File: config.mk
export PLATFORM = sky130hd
export DESIGN_NAME = evsel_top
export DESIGN_NICKNAME = d
export VERILOG_FILES = /design/src/rtl/evsel_pkg.sv /design/src/rtl/evsel_sel_reg.sv /design/src/rtl/evsel_ctr_cfg.sv /design/src/rtl/evsel_match.sv /design/src/rtl/evsel_top.sv
export SDC_FILE = /design/constraint.sdc
export NUM_CORES = 1
export LEC_CHECK = 0
export BUFFER_PORTS_ARGS = -buffer_cell sky130_fd_sc_hd__buf_4
export CAP_MARGIN = 0
export CORE_AREA = 2 2 163 165
export CTS_BUF_LIST = sky130_fd_sc_hd__clkbuf_2
export CTS_CLUSTER_DIAMETER = 200
export CTS_CLUSTER_SIZE = 16
export DETAILED_ROUTE_END_ITERATION = 8
export DIE_AREA = 0 0 165 167
export PLACE_DENSITY = 0.57
export REMOVE_ABC_BUFFERS = 1
export SYNTH_ARGS = -nofsm -noshare
export SYNTH_HDL_FRONTEND = slang
export SYNTH_SLANG_ARGS = --single-unit
File: constraint.sdc
create_clock -name clk -period 5.6 [get_ports clk]
set_clock_uncertainty 0.15 [all_clocks]
set_input_delay 1.68 -clock clk [delete_from_list [all_inputs] [get_ports clk]]
set_output_delay 1.68 -clock clk [all_outputs]
set_load 0.02 [all_outputs]
File: src/rtl/evsel_pkg.sv
// Package: shared constants, the filter field type and address helpers
// for the grouped event selector. Assumes a 12-bit register address space
// and a 32-bit data path.
package evsel_pkg;
    localparam int          GROUPS     = 8;
    localparam int          CODE_W     = 8;
    localparam int          GRP_W      = 4;
    localparam int          ADDR_W     = 12;
    localparam int          DATA_W     = 32;
    localparam int          SEL_W      = GROUPS * CODE_W;
    localparam int          ENABLE_BIT = SEL_W - 1;
    localparam logic [11:0] SEL_LO_ADDR = 12'h410;
    localparam logic [11:0] SEL_HI_ADDR = 12'h411;
    localparam logic [11:0] CTR_BASE    = 12'h420;

    typedef struct packed {
        logic [2:0] sub_ok;
        logic [2:0] org_ok;
    } filt_t;

    function automatic logic [11:0] type_addr(input int idx);
        return CTR_BASE + 12'(idx * 16) + 12'h4;
    endfunction

    function automatic logic [11:0] filt_addr(input int idx);
        return CTR_BASE + 12'(idx * 16) + 12'h3;
    endfunction
endpackage

File: src/rtl/evsel_sel_reg.sv
// Shared selection register: one code byte per group plus a global enable
// in the top bit. Written as two 32-bit halves. Assumes the write address
// is stable while wr_en is high.
module evsel_sel_reg
    import evsel_pkg::*;
(
    input  logic                 clk,
    input  logic                 rst_n,
    input  logic                 wr_en,
    input  logic [ADDR_W-1:0]    wr_addr,
    input  logic [DATA_W-1:0]    wr_data,
    output logic [SEL_W-1:0]     sel_q
);
    // Store half-word writes into the 64-bit selection register.
    always_ff @(posedge clk) begin
        if (!rst_n) begin
            sel_q <= '0;
        end else if (wr_en) begin
            if (wr_addr == SEL_LO_ADDR)
                sel_q[31:0] <= wr_data;
            else if (wr_addr == SEL_HI_ADDR)
                sel_q[63:32] <= wr_data;
        end
    end
endmodule

File: src/rtl/evsel_ctr_cfg.sv
// Per-counter configuration: the group the counter follows and its
// subunit and origin filter. Unimplemented bits are dropped on write.
module evsel_ctr_cfg
    import evsel_pkg::*;
#(
    parameter logic [11:0] TYPE_ADDR = 12'h424,
    parameter logic [11:0] FILT_ADDR = 12'h423
) (
    input  logic              clk,
    input  logic              rst_n,
    input  logic              wr_en,
    input  logic [ADDR_W-1:0] wr_addr,
    input  logic [DATA_W-1:0] wr_data,
    output logic [GRP_W-1:0]  grp_q,
    output filt_t             filt_q
);
    // Capture type and filter writes addressed to this counter.
    always_ff @(posedge clk) begin
        if (!rst_n) begin
            grp_q  <= '1;
            filt_q <= '0;
        end else if (wr_en) begin
            if (wr_addr == TYPE_ADDR)
                grp_q <= wr_data[GRP_W-1:0];
            if (wr_addr == FILT_ADDR)
                filt_q <= '{sub_ok: wr_data[19:17], org_ok: wr_data[2:0]};
        end
    end
endmodule

File: src/rtl/evsel_match.sv
// Combinational match for one counter: pick the followed group's event,
// compare its code with the group's selection byte and apply the filter.
// Group numbers 8 and above select nothing.
module evsel_match
    import evsel_pkg::*;
(
    input  logic [SEL_W-1:0]      sel_q,
    input  logic [GRP_W-1:0]      grp,
    input  filt_t                 filt,
    input  logic [GROUPS-1:0]     evt_valid,
    input  logic [SEL_W-1:0]      evt_code,
    input  logic [2*GROUPS-1:0]   evt_sub,
    input  logic [2*GROUPS-1:0]   evt_org,
    output logic                  inc
);
    logic [2:0]        g;
    logic [CODE_W-1:0] code_in;
    logic [CODE_W-1:0] code_sel;
    logic [1:0]        sub;
    logic [1:0]        org;
    logic [3:0]        sub_vec;
    logic [3:0]        org_vec;

    // Select the followed group's fields and form the increment.
    always_comb begin
        g        = grp[2:0];
        code_in  = evt_code[{g, 3'b000} +: CODE_W];
        code_sel = sel_q[{g, 3'b000} +: CODE_W];
        sub      = evt_sub[{g, 1'b0} +: 2];
        org      = evt_org[{g, 1'b0} +: 2];
        sub_vec  = {1'b0, filt.sub_ok};
        org_vec  = {1'b0, filt.org_ok};
        inc      = sel_q[ENABLE_BIT] && !grp[GRP_W-1] && evt_valid[g]
                   && (code_in == code_sel) && sub_vec[sub] && org_vec[org];
    end
endmodule

File: src/rtl/evsel_top.sv
// Grouped event selector top: the shared selection register, one
// configuration and match slice per counter, and the combinational
// read-back mux.
module evsel_top
    import evsel_pkg::*;
#(
    parameter int NUM_CTRS = 4
) (
    input  logic                 clk,
    input  logic                 rst_n,
    input  logic                 wr_en,
    input  logic [11:0]          wr_addr,
    input  logic [31:0]          wr_data,
    input  logic [11:0]          rd_addr,
    output logic [31:0]          rd_data,
    input  logic [7:0]           evt_valid,
    input  logic [63:0]          evt_code,
    input  logic [15:0]          evt_sub,
    input  logic [15:0]          evt_org,
    output logic [NUM_CTRS-1:0]  ctr_inc
);
    localparam int GRP_FLAT_W = NUM_CTRS * GRP_W;

    logic [SEL_W-1:0]      sel_q;
    logic [GRP_W-1:0]      grp_q  [NUM_CTRS];
    filt_t                 filt_q [NUM_CTRS];
    logic [GRP_FLAT_W-1:0] grp_flat;

    evsel_sel_reg u_sel (
        .clk     (clk),
        .rst_n   (rst_n),
        .wr_en   (wr_en),
        .wr_addr (wr_addr),
        .wr_data (wr_data),
        .sel_q   (sel_q)
    );

    for (genvar i = 0; i < NUM_CTRS; i++) begin : g_ctr
        evsel_ctr_cfg #(
            .TYPE_ADDR (type_addr(i)),
            .FILT_ADDR (filt_addr(i))
        ) u_cfg (
            .clk     (clk),
            .rst_n   (rst_n),
            .wr_en   (wr_en),
            .wr_addr (wr_addr),
            .wr_data (wr_data),
            .grp_q   (grp_q[i]),
            .filt_q  (filt_q[i])
        );

        evsel_match u_match (
            .sel_q     (sel_q),
            .grp       (grp_q[i]),
            .filt      (filt_q[i]),
            .evt_valid (evt_valid),
            .evt_code  (evt_code),
            .evt_sub   (evt_sub),
            .evt_org   (evt_org),
            .inc       (ctr_inc[i])
        );

        assign grp_flat[i*GRP_W +: GRP_W] = grp_q[i];
    end

    // Read-back mux over the selection halves and per-counter registers.
    always_comb begin
        rd_data = '0;
        if (rd_addr == SEL_LO_ADDR)
            rd_data = sel_q[31:0];
        else if (rd_addr == SEL_HI_ADDR)
            rd_data = sel_q[63:32];
        for (int i = 0; i < NUM_CTRS; i++) begin
            if (rd_addr == type_addr(i))
                rd_data = {28'd0, grp_q[i]};
            if (rd_addr == filt_addr(i))
                rd_data = {12'd0, filt_q[i].sub_ok, 14'd0, filt_q[i].org_ok};
        end
    end
endmodule

==> impl_metrics.toml <==
[run_status]
run_status = "complete, no violations"

[drt]
viasPerCell = 6.161
wl_mm = 35.07
drt-wirelength-per-cell_um = 24.82
ant_nets = 0
dr.first_iter.drc_count = 1035
total_iterations_of_the_first_detailed_routing_run = 8
routed-via-count = 8705
drc = 0

[floorplan]
placement_rows = 59
die-area_um2 = 27560
die_h_um = 167
floorplan.core_area_um2 = 25760
top_level_ports = 199
initial_core_util_pct = 39.39
floorplan.die.width_um = 165

[synth]
count_of_distinct_cell_types_in_the_synthesized_netlist = 58
synth_seq_cells = 104
synth_ff_type = "dfxtp_1"
post_synth_instance_area_um2 = 10150
synth.avg_cell_area_um2 = 11.24
synth_enable_flop_cells = 0
ys_async_sr_fraction_pct = 0
synth.yosys.seq_area_share_pct = 20.52
synthesis.instances = 903
synth-warning-count = 0

[grt]
grt_overflow = 0
track_usage_pct = 25.68
antenna_violations_before_repair = 1
grt_first_pass_wirelength_mm = 52.89
vias_in_the_first_global_route = 8421
maximum_number_of_pins_on_one_net_before_global_route_repair = 105

[clock_network]
root_buffer = "clkbuf_2"
tritoncts.num_buffers = 9
clk_pin_slew_worst_paths_ns = 0.27
h-tree-depth = 3
clock_tree_from_tritoncts = "done"
clk_latency_ns = 0.69
cts_hold_repair.buffers = 0
clockBufferDepth = 2
cts_num_sinks = 104

[sta]
max_slew.worst_pin.slew_ns = 0.9607
timing_limited_maximum_frequency_mhz = 178.7
final.min_clock_period_ns = 5.597
drv_slew = 0
setup_repair_after_global_routing_missed_its_margin = "true"
final.setup.worst_slack_ns = 0.002742
final_cycle_share_pct = 99.95
finalHoldViolCount = 0
totalNegativeSetupSlack_ns = 0
relSlewSlack_pct = 35.96
final_setup_violation_count = 0

[worst_setup_path]
critPathCaptureType = "output pin"
critPathKind = "in2out"
ff2ff_path_depth = 3
cp-start-kind = "input pin"
required_ns = 3.77
critical_path_arrival_ns = 3.77
critPathMaxFanout = 4

[cells_and_area]
final_nets = 1235
finalCoreUtilization_pct = 47.95
layout-drive-gt1-share_pct = 42.25
flow.area_growth_from_synthesis_pct = 21.74

[power_and_ir_drop]
power.leakage_nw = 5.492
vdd_ir_drop_max_v = 0.0001139
cellPowerDensity_nw_per_um2 = 122.2
design_power_total_mw = 1.509

[place]
buffer_ports.inserted = 198
detailedPlacementHpwl_mm = 26.43
finalWeightedCongestion = 0.8764
detailedPlace.worstSlack_ns = -0.04231

[worst_hold_path]
worst_hold_path_cells = 2
min-delay-path-class = "reg2reg"

[flow_run]
drv.max_cap_violation_count = 0
==> path summary, 6_finish.rpt <==
check                                              from                       to  slack [ns]
worst max-delay path                       evt_code[38]               ctr_inc[2]       0.003
worst min-delay path            g_ctr[3].u_cfg.grp_q[3]  g_ctr[3].u_cfg.grp_q[3]        0.41
worst max register to register  g_ctr[1].u_cfg.grp_q[1]  g_ctr[1].u_cfg.grp_q[1]        4.16
worst min register to register  g_ctr[3].u_cfg.grp_q[3]  g_ctr[3].u_cfg.grp_q[3]        0.41
==> worst max-delay path, stage by stage <==
cell,delay (ns)
buf_4,0.12
mux4_2,0.47
xor2_2,0.18
nor4_1,0.26
and3_1,0.26
o2111ai_4,0.17
a2111oi_4,0.41
buf_4,0.21
==> state kept, by name (all words and copies together), names as in the netlist <==
register and flops:
g_ctr.u_cfg.grp_q 16, u_sel.sel_q 64, g_ctr.u_cfg.filt_q 24
==> synthesized netlist by cell type, types with 8 or more instances <==
library cell | number | area, µm²
nor3_1 | 11 | 55.05
buf_2 | 30 | 150.1
a21oi_1 | 15 | 75.07
buf_4 | 8 | 60.06
nand3_1 | 42 | 210.2
mux4_2 | 162 | 3649
xnor2_1 | 34 | 297.8
dfxtp_1 | 104 | 2082
nand2_1 | 52 | 195.2
buf_1 | 10 | 37.54
a22o_1 | 26 | 227.7
clkbuf_1 | 37 | 138.9
nor4_1 | 9 | 56.30
nor2b_1 | 93 | 581.8
mux2i_1 | 126 | 1261
o21ai_0 | 8 | 40.04
nor2_1 | 18 | 67.56
xor2_1 | 34 | 297.8
==> final cells by class <==
class                      instances  area, µm²
fill                            2365      13410
multi-input combinational        702       7757
sequential                       104       2097
timing repair buffer             247       1907
tap                              335      419.2
clock inverter                     6      90.09
clock buffer                      10      50.05
inverter                           8      30.03
antenna                            1      2.502
==> report_power, final <==
part | leakage (nW) | switching, mW | total [mW] | internal (mW)
Combinational | 4.57 | 0.139 | 0.319 | 0.181
Clock | 0.0829 | 0.295 | 0.447 | 0.152
Sequential | 0.835 | 0.000171 | 0.743 | 0.743
Total | 5.49 | 0.433 | 1.51 | 1.08
==> placed cells by master, fill, tap and decap left out, types with 5 or more instances in the layout <==
| cell type | instances |
|---|---|
| inv_1 | 7 |
| xnor2_1 | 29 |
| a222oi_1 | 5 |
| nor3_1 | 9 |
| dfxtp_2 | 6 |
| dfxtp_1 | 96 |
| o211ai_1 | 6 |
| buf_4 | 242 |
| mux4_2 | 162 |
| clkbuf_2 | 10 |
| nor2b_1 | 93 |
| nand3_1 | 42 |
| o21ai_0 | 7 |
| nor2_1 | 18 |
| nor4_1 | 7 |
| xor2_1 | 33 |
| a22o_1 | 26 |
| nand2_1 | 51 |
| mux2i_1 | 126 |
| a21oi_1 | 15 |
==> per-stage QoR <==
stage               hold slack [ns]  cell area, µm²  cells
floorplan                    0.3026            9722    814
global placement             0.3736           12050   1395
detailed placement           0.3792           12050   1395
CTS                          0.4090           12200   1411
global route                 0.4182           12350   1413
finish                       0.4134           12350   1413
==> cells by family (layout without fill, tap and decap cells) <==
logic type      after synthesis  count (layout)  share of synthesized area, %
mux                         293             293                         49.05
simple gates                251             251                         13.38
flops                       104             104                         20.52
buf+inv                      97             271                         4.488
compound gates               90              90                         6.696
xor+xnor                     68              68                         5.869
other cells                   0               1                             0
==> timing repair <==
| action | in CTS | in global routing |
|---|---|---|
| pin swaps | 0 | 7 |
| buffers inserted | 0 | 1 |
| endpoints found under the setup margin | 2 | 5 |
| resized for setup | 4 | 19 |
==> per-layer routing <==
metal / track usage [%] / wire (µm) / up-vias
met5: 0 / 0 / -
met4: 7.032 / 623 / 0
met3: 3.885 / 2690 / 34
met2: 40.09 / 16610 / 396
met1: 37.11 / 15140 / 4395
li1: - / - / 3880
Power figures use the tool's default switching activity.
